`src/rtl/ts24_pkg.sv`:
```
package ts24_pkg;
    localparam int BYTE_W = 8;
    localparam int Y_POS  = 2;
    localparam int R_POS  = 1;
    // fixed sync bits, alarm positions left at zero
    localparam logic [BYTE_W-1:0] SYNC_BITS = 8'b1011_1000;
    // positions that belong to the sync pattern
    localparam logic [BYTE_W-1:0] SYNC_POSN = ~((BYTE_W'(1) << Y_POS) | (BYTE_W'(1) << R_POS));

    typedef enum logic [1:0] {
        ST_IDLE   = 2'd0,
        ST_THRU   = 2'd1,
        ST_MERGE  = 2'd2,
        ST_BYPASS = 2'd3
    } ts24_state_e;
endpackage

```
`src/rtl/ts24_pattern_gen.sv`:
```
module ts24_pattern_gen
    import ts24_pkg::*;
(
    input  logic              y_bit,
    input  logic              r_bit,
    output logic [BYTE_W-1:0] pattern
);
    always_comb begin
        pattern        = SYNC_BITS & SYNC_POSN;
        pattern[Y_POS] = y_bit;
        pattern[R_POS] = r_bit;
    end
endmodule

```
`src/rtl/ts24_bit_merge.sv`:
```
module ts24_bit_merge #(
    parameter int W = 8
) (
    input  logic [W-1:0] sys_byte,
    input  logic [W-1:0] gen_byte,
    input  logic [W-1:0] sel,
    output logic [W-1:0] merged
);
    for (genvar i = 0; i < W; i++) begin : g_bit
        assign merged[i] = sel[i] ? gen_byte[i] : sys_byte[i];
    end
endmodule

```
`src/rtl/ts24_pattern_inserter.sv`:
```
module ts24_pattern_inserter
    import ts24_pkg::*;
(
    input  logic              clk,
    input  logic              rst_n,
    input  logic              byte_en,
    input  logic              ts24,
    input  logic [BYTE_W-1:0] din,
    input  logic              y_bit,
    input  logic              r_bit,
    input  logic [BYTE_W-1:0] mask,
    input  logic              ins_en,
    output logic [BYTE_W-1:0] dout,
    output logic              dout_ts24,
    output logic              dout_ins
);
    ts24_state_e       st_q, st_d;
    logic [BYTE_W-1:0] gen_byte;
    logic [BYTE_W-1:0] eff_mask;
    logic [BYTE_W-1:0] merged;
    logic [BYTE_W-1:0] dout_q;

    ts24_pattern_gen u_gen (
        .y_bit   (y_bit),
        .r_bit   (r_bit),
        .pattern (gen_byte)
    );

    // global disable and non-TS24 bytes both zero the mask
    assign eff_mask = (ts24 && ins_en) ? mask : '0;

    ts24_bit_merge #(.W(BYTE_W)) u_merge (
        .sys_byte (din),
        .gen_byte (gen_byte),
        .sel      (eff_mask),
        .merged   (merged)
    );

    always_comb begin
        st_d = st_q;
        if (byte_en) begin
            unique case ({ts24, ins_en})
                2'b10:         st_d = ST_BYPASS;
                2'b11:         st_d = ST_MERGE;
                2'b00, 2'b01:  st_d = ST_THRU;
                default:       st_d = ST_THRU;
            endcase
        end
    end

    // state register
    always_ff @(posedge clk) begin
        if (!rst_n) st_q <= ST_IDLE;
        else        st_q <= st_d;
    end

    // output byte register
    always_ff @(posedge clk) begin
        if (!rst_n)       dout_q <= '0;
        else if (byte_en) dout_q <= merged;
    end

    // flags decoded from the state
    always_comb begin
        dout_ts24 = 1'b0;
        dout_ins  = 1'b0;
        unique case (st_q)
            ST_IDLE:   ;
            ST_THRU:   ;
            ST_MERGE:  begin dout_ts24 = 1'b1; dout_ins = 1'b1; end
            ST_BYPASS: dout_ts24 = 1'b1;
            default:   ;
        endcase
    end

    assign dout = dout_q;
endmodule

```
`config.mk`:
```
export PLATFORM = sky130hd
export DESIGN_NAME = ts24_pattern_inserter
export DESIGN_NICKNAME = d
export VERILOG_FILES = /design/src/rtl/ts24_pkg.sv /design/src/rtl/ts24_pattern_gen.sv /design/src/rtl/ts24_bit_merge.sv /design/src/rtl/ts24_pattern_inserter.sv
export SDC_FILE = /design/constraint.sdc
export NUM_CORES = 1
export LEC_CHECK = 0
export ABC_AREA = 1
export BUFFER_PORTS_ARGS = -buffer_cell sky130_fd_sc_hd__buf_2
export CAP_MARGIN = 20
export CORE_AREA = 8 8 45 47
export CTS_CLUSTER_DIAMETER = 50
export DETAILED_ROUTE_END_ITERATION = 8
export DIE_AREA = 0 0 53 55
export PLACE_DENSITY = 0.66
export SLEW_MARGIN = 20
export SYNTH_ARGS = -nofsm -noshare
export SYNTH_HDL_FRONTEND = slang
export SYNTH_SLANG_ARGS = --single-unit
```
`constraint.sdc`:
```
create_clock -name clk -period 0.8 [get_ports clk]
set_input_delay 0 -clock clk [delete_from_list [all_inputs] [get_ports clk]]
set_output_delay 0 -clock clk [all_outputs]
set_load 0.05 [all_outputs]
```
==> out/metrics.cfg, run 1 <==
[run_status]
violations=setup timing
outcome=finished with violations

[synth]
syn_nets=86
synthDistinctLibCells=14
ys_warn_count=0
synthCells=63
synth_top_area_share_pct=44.94
synth-seq-area-share_pct=44.94
synth-seq-cells=10
syn_area_sq_um=445.4
yosys-top-cells-area=dfxtp_1 (45%), nand2_1 (15%), nand3_1 (6.7%), a21oi_1 (5.6%), a31oi_1 (5.6%)
yosys.area.top_type=dfxtp_1
avgSynthCellArea_sq_um=7.070

[sta]
worst_pin_slew_ns=0.2489
finalCriticalPeriod_ns=0.8915
hold_slack_ns=0.004425
max_clock_freq_mhz=1122
slew_violations=0
hold_viol_final=0
fin_skew_ns=0
slew_headroom_pct=83.52
rsz0062_at_grt=true
final.period_utilization_pct=111.4
setup_viol=2
setup_slack_ns=-0.09152

[place]
place_congestion=0.6889
port_buffers=32
pre_cts_slack_ns=0.06557
dp.final_hpwl_mm=1.109
place_area_sq_um=631.9

[routing]
firstDrtPassIters=5
wirelength_mm=1.495
drt_iter0_drc=22
viasPerCell=4.851
drc=0
postRouteAntennaNets=0
num_vias=587
wl_per_cell_um=12.36

[worst_setup_path]
required_ns=0.80
worstPathArrival_ns=0.89
critPathCapture=dout_ins
r2r-start=st_q[1]$_SDFFE_PN0P_
cp.depth=3
critPathCaptureType=primary output
start_kind=register
cpLargestDelayFamily=flip-flops
reg2reg_slack_ns=0.13
r2r_end=st_q[1]$_SDFFE_PN0P_
criticalPathCategory=register to primary output
crit_path_start=st_q[1]$_SDFFE_PN0P_
slowest_delay_ns=0.33
reg2reg_depth=3
critPathBufInv=2
cp_cell_sequence=inv_2 -> nor2_2 -> buf_6
critPathSlowestCell=dfxtp_2
critPathMaxFanout=2

[global_routing]
antenna_found_initial=0
grt_pass1_wl_mm=2.366
grt_overflow=0
grt_usage_pct=10.91
grt_pass1_vias=560
grt_max_degree=10

[layout]
seqCellArea_sq_um=211.5
multiInputGateArea_sq_um=207.7
insertedDiodeCount=0
fin_area_sq_um=807.0
layout_commonest_cell=buf_2
area.growth.synth_to_final_pct=81.18
mostFrequentLayoutCells=buf_2 (23), nand2_1 (18), dfxtp_2 (9)
finish.net_count=129
drive_above_1_share_pct=49.52
fillCellCount=135

[cts]
clockRootBuffer=clkbuf_4
clock_latency_ns=0.26
cts_num_sinks=10
clk_pin_slew_worst_paths_ns=0.07
clockBufferDepth=2
cts_tree=done
numCtsBuffers=3
htreeDepth=1

[pwr]
pwr-share-clk_pct=32.3
pwr-share-seq_pct=40.4
ir_drop_v=0.0007613
switching_power_mw=0.4186
internal_power_mw=0.9758
total_power_mw=1.394
p_comb_share_pct=27.4
p_leak_nw=0.3939
switching_share_pct=30.02
pwr_density_cell_nw_per_um2=1728

[floorplanning]
start_util_pct=32.19
dieArea_sq_um=2915
die_w_um=53
dieHeight_um=55
core-area_sq_um=1384
fp-row-count=14
pin_count=33

[hold_path]
hold_class=input pin to register

[run]
cap_violations=0

[tightest hold or removal path, delay by kind of cell]
family          cells  cell delay (ns)
simple gates        1             0.05
compound gates      1             0.08
buf+inv             1             0.09
[final cells by class]
| type | count | area share, % |
|---|---|---|
| inverter | 7 | 3.256 |
| clock buffer | 4 | 4.496 |
| sequential | 10 | 26.20 |
| multi-input combinational | 43 | 25.74 |
| tap | 16 | 2.481 |
| timing repair buffer | 41 | 37.83 |
[power groups by stage]
stage / logic, mW / registers (mW) / clock network, mW
after floorplan: 0.109 / 0.657 / 0
after global placement: 0.307 / 0.564 / 0
after detailed placement: 0.310 / 0.565 / 0
after CTS: 0.355 / 0.556 / 0.463
after global routing: 0.409 / 0.567 / 0.509
final: 0.381 / 0.563 / 0.450
[how the worst min path moves through the flow]
stage,startpoint,to,slack [ns],cells past startpoint
floorplan,rst_n,dout[0]$_SDFFE_PN0P_,0.13,2
global route,din[4],dout[4]$_SDFFE_PN0P_,0.002,3
finish,din[4],dout[4]$_SDFFE_PN0P_,0.004,3
detailed placement,din[0],dout[0]$_SDFFE_PN0P_,0.25,3
global placement,din[0],dout[0]$_SDFFE_PN0P_,0.24,3
CTS,din[4],dout[4]$_SDFFE_PN0P_,0.0005,3
[layer usage]
layer	vias up	GRT usage, %	share of wire (%)
met3	6	2.674	6.9
met1	260	12.88	38
met2	29	17.77	54
li1	292	-	-
met4	0	6.034	1.7
met5	-	0	0
[state kept, by name, indices dropped and copies added, names as in the netlist]
name  count
dout      8
st_q      2
[synthesized netlist by cell type]
cell type,n
nor2_4,1
nand2_1,18
nor2_1,2
o21ai_0,4
a21oi_1,5
a31oi_1,4
dfxtp_1,10
inv_1,6
clkbuf_1,1
nand3_1,6
nand4_1,2
buf_2,2
inv_2,1
nand2_2,1
[what timing repair did]
item / CTS / global route
hold buffers: 6 / 1
gates resized for setup: 12 / 9
buffers inserted: 0 / 1
endpoints found under the setup margin: 10 / 9
pin swaps: 0 / 1
hold endpoints to repair: 6 / 1
[per-stage QoR]
| step | cells | util, % | TNS (ns) |
|---|---|---|---|
| 2_1_floorplan | 63 | - | 0 |
| 3_3_place_gp | 109 | 45.66 | 0 |
| 3_5_place_dp | 109 | 45.66 | 0 |
| 4_1_cts | 119 | 54.88 | -0.1308 |
| 5_1_grt | 121 | 58.32 | -0.2242 |
| 6_report | 121 | 58.32 | -0.1381 |
[logic make-up (layout without fill, tap and decap cells)]
| kind of cell | after synthesis | count (layout) | synth area share (%) |
|---|---|---|---|
| AO/OA/AOI/OAI | 13 | 13 | 15.73 |
| AND/OR/NAND/NOR | 30 | 30 | 30.34 |
| flip-flops | 10 | 10 | 44.94 |
| buffers and inverters | 10 | 52 | 8.987 |
(Power assumes the default switching activity.)
==> run 2: changes to the inputs <==
--- a/config.mk
+++ b/config.mk
@@ -5,14 +5,13 @@
 export SDC_FILE = /design/constraint.sdc
 export NUM_CORES = 1
 export LEC_CHECK = 0
-export ABC_AREA = 1
 export BUFFER_PORTS_ARGS = -buffer_cell sky130_fd_sc_hd__buf_2
 export CAP_MARGIN = 20
 export CORE_AREA = 8 8 45 47
 export CTS_CLUSTER_DIAMETER = 50
 export DETAILED_ROUTE_END_ITERATION = 8
 export DIE_AREA = 0 0 53 55
-export PLACE_DENSITY = 0.66
+export PLACE_DENSITY = 0.68
 export SLEW_MARGIN = 20
 export SYNTH_ARGS = -nofsm -noshare
 export SYNTH_HDL_FRONTEND = slang
==> out/metrics.cfg, run 2 <==
[run_status]
outcome=finished with violations  ; unchanged
violations=setup timing  ; unchanged

[sta]
hold_slack_ns=0.004527  ; was 0.004425 ns
hold_viol_final=0  ; unchanged
fin_tns_setup_ns=-0.1466  ; was -0.1381 ns
max_clock_freq_mhz=1122  ; about the same
setup_slack_ns=-0.09126  ; was -0.09152 ns
rsz0062_at_grt=true  ; unchanged
worst_pin_slew_ns=0.2915  ; was 0.2489 ns
slew_headroom_pct=80.56  ; was 83.52%
slew_violations=0  ; unchanged
finalCriticalPeriod_ns=0.8913  ; was 0.8915 ns
final.period_utilization_pct=111.4  ; about the same
setup_viol=2  ; unchanged
fin_skew_ns=0  ; unchanged

[floorplanning]
core-area_sq_um=1384  ; unchanged
fp-row-count=14  ; unchanged
dieArea_sq_um=2915  ; unchanged
start_util_pct=33.18  ; was 32.19%
dieHeight_um=55  ; unchanged
pin_count=33  ; unchanged
die_w_um=53  ; unchanged

[routing]
wl_per_cell_um=13.63  ; was 12.36 um
viasPerCell=4.811  ; was 4.851
drt_iter0_drc=6  ; was 22
postRouteAntennaNets=0  ; unchanged
wirelength_mm=1.295  ; was 1.495 mm
firstDrtPassIters=4  ; was 5
drc=0  ; unchanged
num_vias=457  ; was 587

[layout]
area.growth.synth_to_final_pct=49.59  ; was 81.18%
fillCellCount=140  ; was 135
drive_above_1_share_pct=59.49  ; was 49.52%
finish.net_count=104  ; was 129
largest_reg_flops=8  ; unchanged
insertedDiodeCount=0  ; unchanged
fin_area_sq_um=686.9  ; was 807.0 sq um
mostFrequentLayoutCells=buf_2 (23), dfxtp_2 (9), o21ai_0 (6), a21oi_1 (6), buf_6 (6)  ; was buf_2 (23), nand2_1 (18), dfxtp_2 (9)
layout.cells.non_filler=95  ; was 121
layout_commonest_cell=buf_2  ; unchanged

[hold_path]
whs_path_depth=3  ; unchanged
hold_class=input pin to register  ; unchanged

[place]
port_buffers=32  ; unchanged
place_area_sq_um=603.1  ; was 631.9 sq um
dp.final_hpwl_um=949.6  ; was 1.109 mm
placedCellCount=91  ; was 109
place_congestion=0.7534  ; was 0.6889

[cts]
cts_setup_buffers=0  ; unchanged
clockBufferDepth=2  ; unchanged
numCtsBuffers=3  ; unchanged
clock_latency_ns=0.25  ; was 0.26 ns
clk_pin_slew_worst_paths_ns=0.06  ; was 0.07 ns
cts_num_sinks=10  ; unchanged
clockRootBuffer=clkbuf_4  ; unchanged
htreeDepth=1  ; unchanged
cts_tree=done  ; unchanged

[synth]
yosysMostFrequentCell=dfxtp_1  ; was nand2_1
yosys-top-cells-area=dfxtp_1 (44%), buf_6 (9.8%), a21oi_1 (6.5%), mux2i_1 (6.5%), o21ai_0 (6.5%)  ; was dfxtp_1 (45%), nand2_1 (15%), nand3_1 (6.7%), a21oi_1 (5.6%), a31oi_1 (5.6%)
synth-seq-cells=10  ; unchanged
ys_warn_count=0  ; unchanged
syn_nets=71  ; was 86
syn_area_sq_um=459.2  ; was 445.4 sq um
avgSynthCellArea_sq_um=9.566  ; was 7.070 sq um
ys_async_sr_fraction_pct=0  ; unchanged
synth_edf_count=0  ; unchanged
synth_top_area_share_pct=43.60  ; was 44.94%
ys.flop_type=dfxtp_1  ; unchanged
synthCells=48  ; was 63
synthDistinctLibCells=13  ; was 14
synthTopCellsByCount=dfxtp_1 (10), a21oi_1 (6), o21ai_0 (6)  ; was nand2_1 (18), dfxtp_1 (10), inv_1 (6), nand3_1 (6), a21oi_1 (5)
synth-seq-area-share_pct=43.60  ; was 44.94%
yosys.area.top_type=dfxtp_1  ; unchanged

[run]
cap_violations=0  ; unchanged

[global_routing]
antenna_found_initial=0  ; unchanged
grt_max_degree=20  ; was 10
grt_pass1_wl_mm=1.918  ; was 2.366 mm
grt_pass1_vias=436  ; was 560
grt_overflow=0  ; unchanged
grt_usage_pct=8.891  ; was 10.91%

[worst_setup_path]
reg2reg_depth=2  ; was 3
criticalPathCategory=register to primary output  ; unchanged
worstPathArrival_ns=0.89  ; about the same
required_ns=0.80  ; about the same
critPathMaxFanout=3  ; was 2
critPathCaptureType=primary output  ; unchanged
start_kind=register  ; unchanged

[pwr]
total_power_mw=1.221  ; was 1.394 mW
p_leak_nw=0.3293  ; was 0.3939 nW
ir_drop_v=0.0009019  ; was 0.0007613 V
pwr_density_cell_nw_per_um2=1778  ; was 1728 nW/um^2

run 2: changes by cell type after synthesis, moves of 3 or more:
cell,before,now
buf_6,0,4
nand2_1,18,0
mux2i_1,0,3
inv_1,6,0
run 2: repair_timing:
item                                    in CTS  in global routing
endpoints found under the hold margin        1                  0
endpoints found under the setup margin      10                  7
gates resized for setup                     12                  5
cloned                                       0                  0
hold buffers                                 1                  0
run 2: metrics by stage:
| step | setup WS, ns | utilization (%) |
|---|---|---|
| 6_report | -0.09126 | 49.64 |
| 5_1_grt | -0.1251 | 49.64 |
| 4_1_cts | -0.1051 | 48.28 |
| 3_5_place_dp | 0.06739 | 43.58 |
| 3_3_place_gp | 0.1149 | 43.58 |
| 2_1_floorplan | 0.01536 | - |
run 2: final cells by class:
cell class,count,area (sq um),area share (%)
timing repair buffer,33,215.2,31.33
tap,16,20.02,2.914
multi-input combinational,33,217.7,31.69
clock buffer,3,22.52,3.279
sequential,10,211.5,30.78
run 2: metal layers:
layer	GRT usage, %	part of all wire, %
met3	2.941	15
met1	9.692	38
met2	14.26	46
met5	0	0
met4	6.466	0.62
run 2: kinds of logic after synthesis:
family	count (synthesis)	share of synthesized area [%]
AO/OA/AOI/OAI	19	23.98
flip-flops	10	43.60
AND/OR/NAND/NOR	11	15.26
multiplexers	3	6.540
buffers and inverters	5	10.63
run 2: worst max-delay path: stages (launching register included):
cell,delay (ns)
dfxtp_2,0.34
nor2b_4,0.14
buf_6,0.16
run 2: power breakdown:
part           switching [mW]  internal [mW]
Clock                   0.155          0.173
Sequential             0.0217          0.539
Combinational           0.201          0.132
run 2: final timing paths:
| check | from | end | slack [ns] |
|---|---|---|---|
| worst max-delay path | st_q[1]$_SDFFE_PN0P_ | dout_ins | -0.09 |
| worst max register to register | dout[4]$_SDFFE_PN0P_ | dout[4]$_SDFFE_PN0P_ | 0.16 |
| worst min-delay path | din[5] | dout[5]$_SDFFE_PN0P_ | 0.005 |
| worst min register to register | dout[0]$_SDFFE_PN0P_ | dout[0]$_SDFFE_PN0P_ | 0.48 |
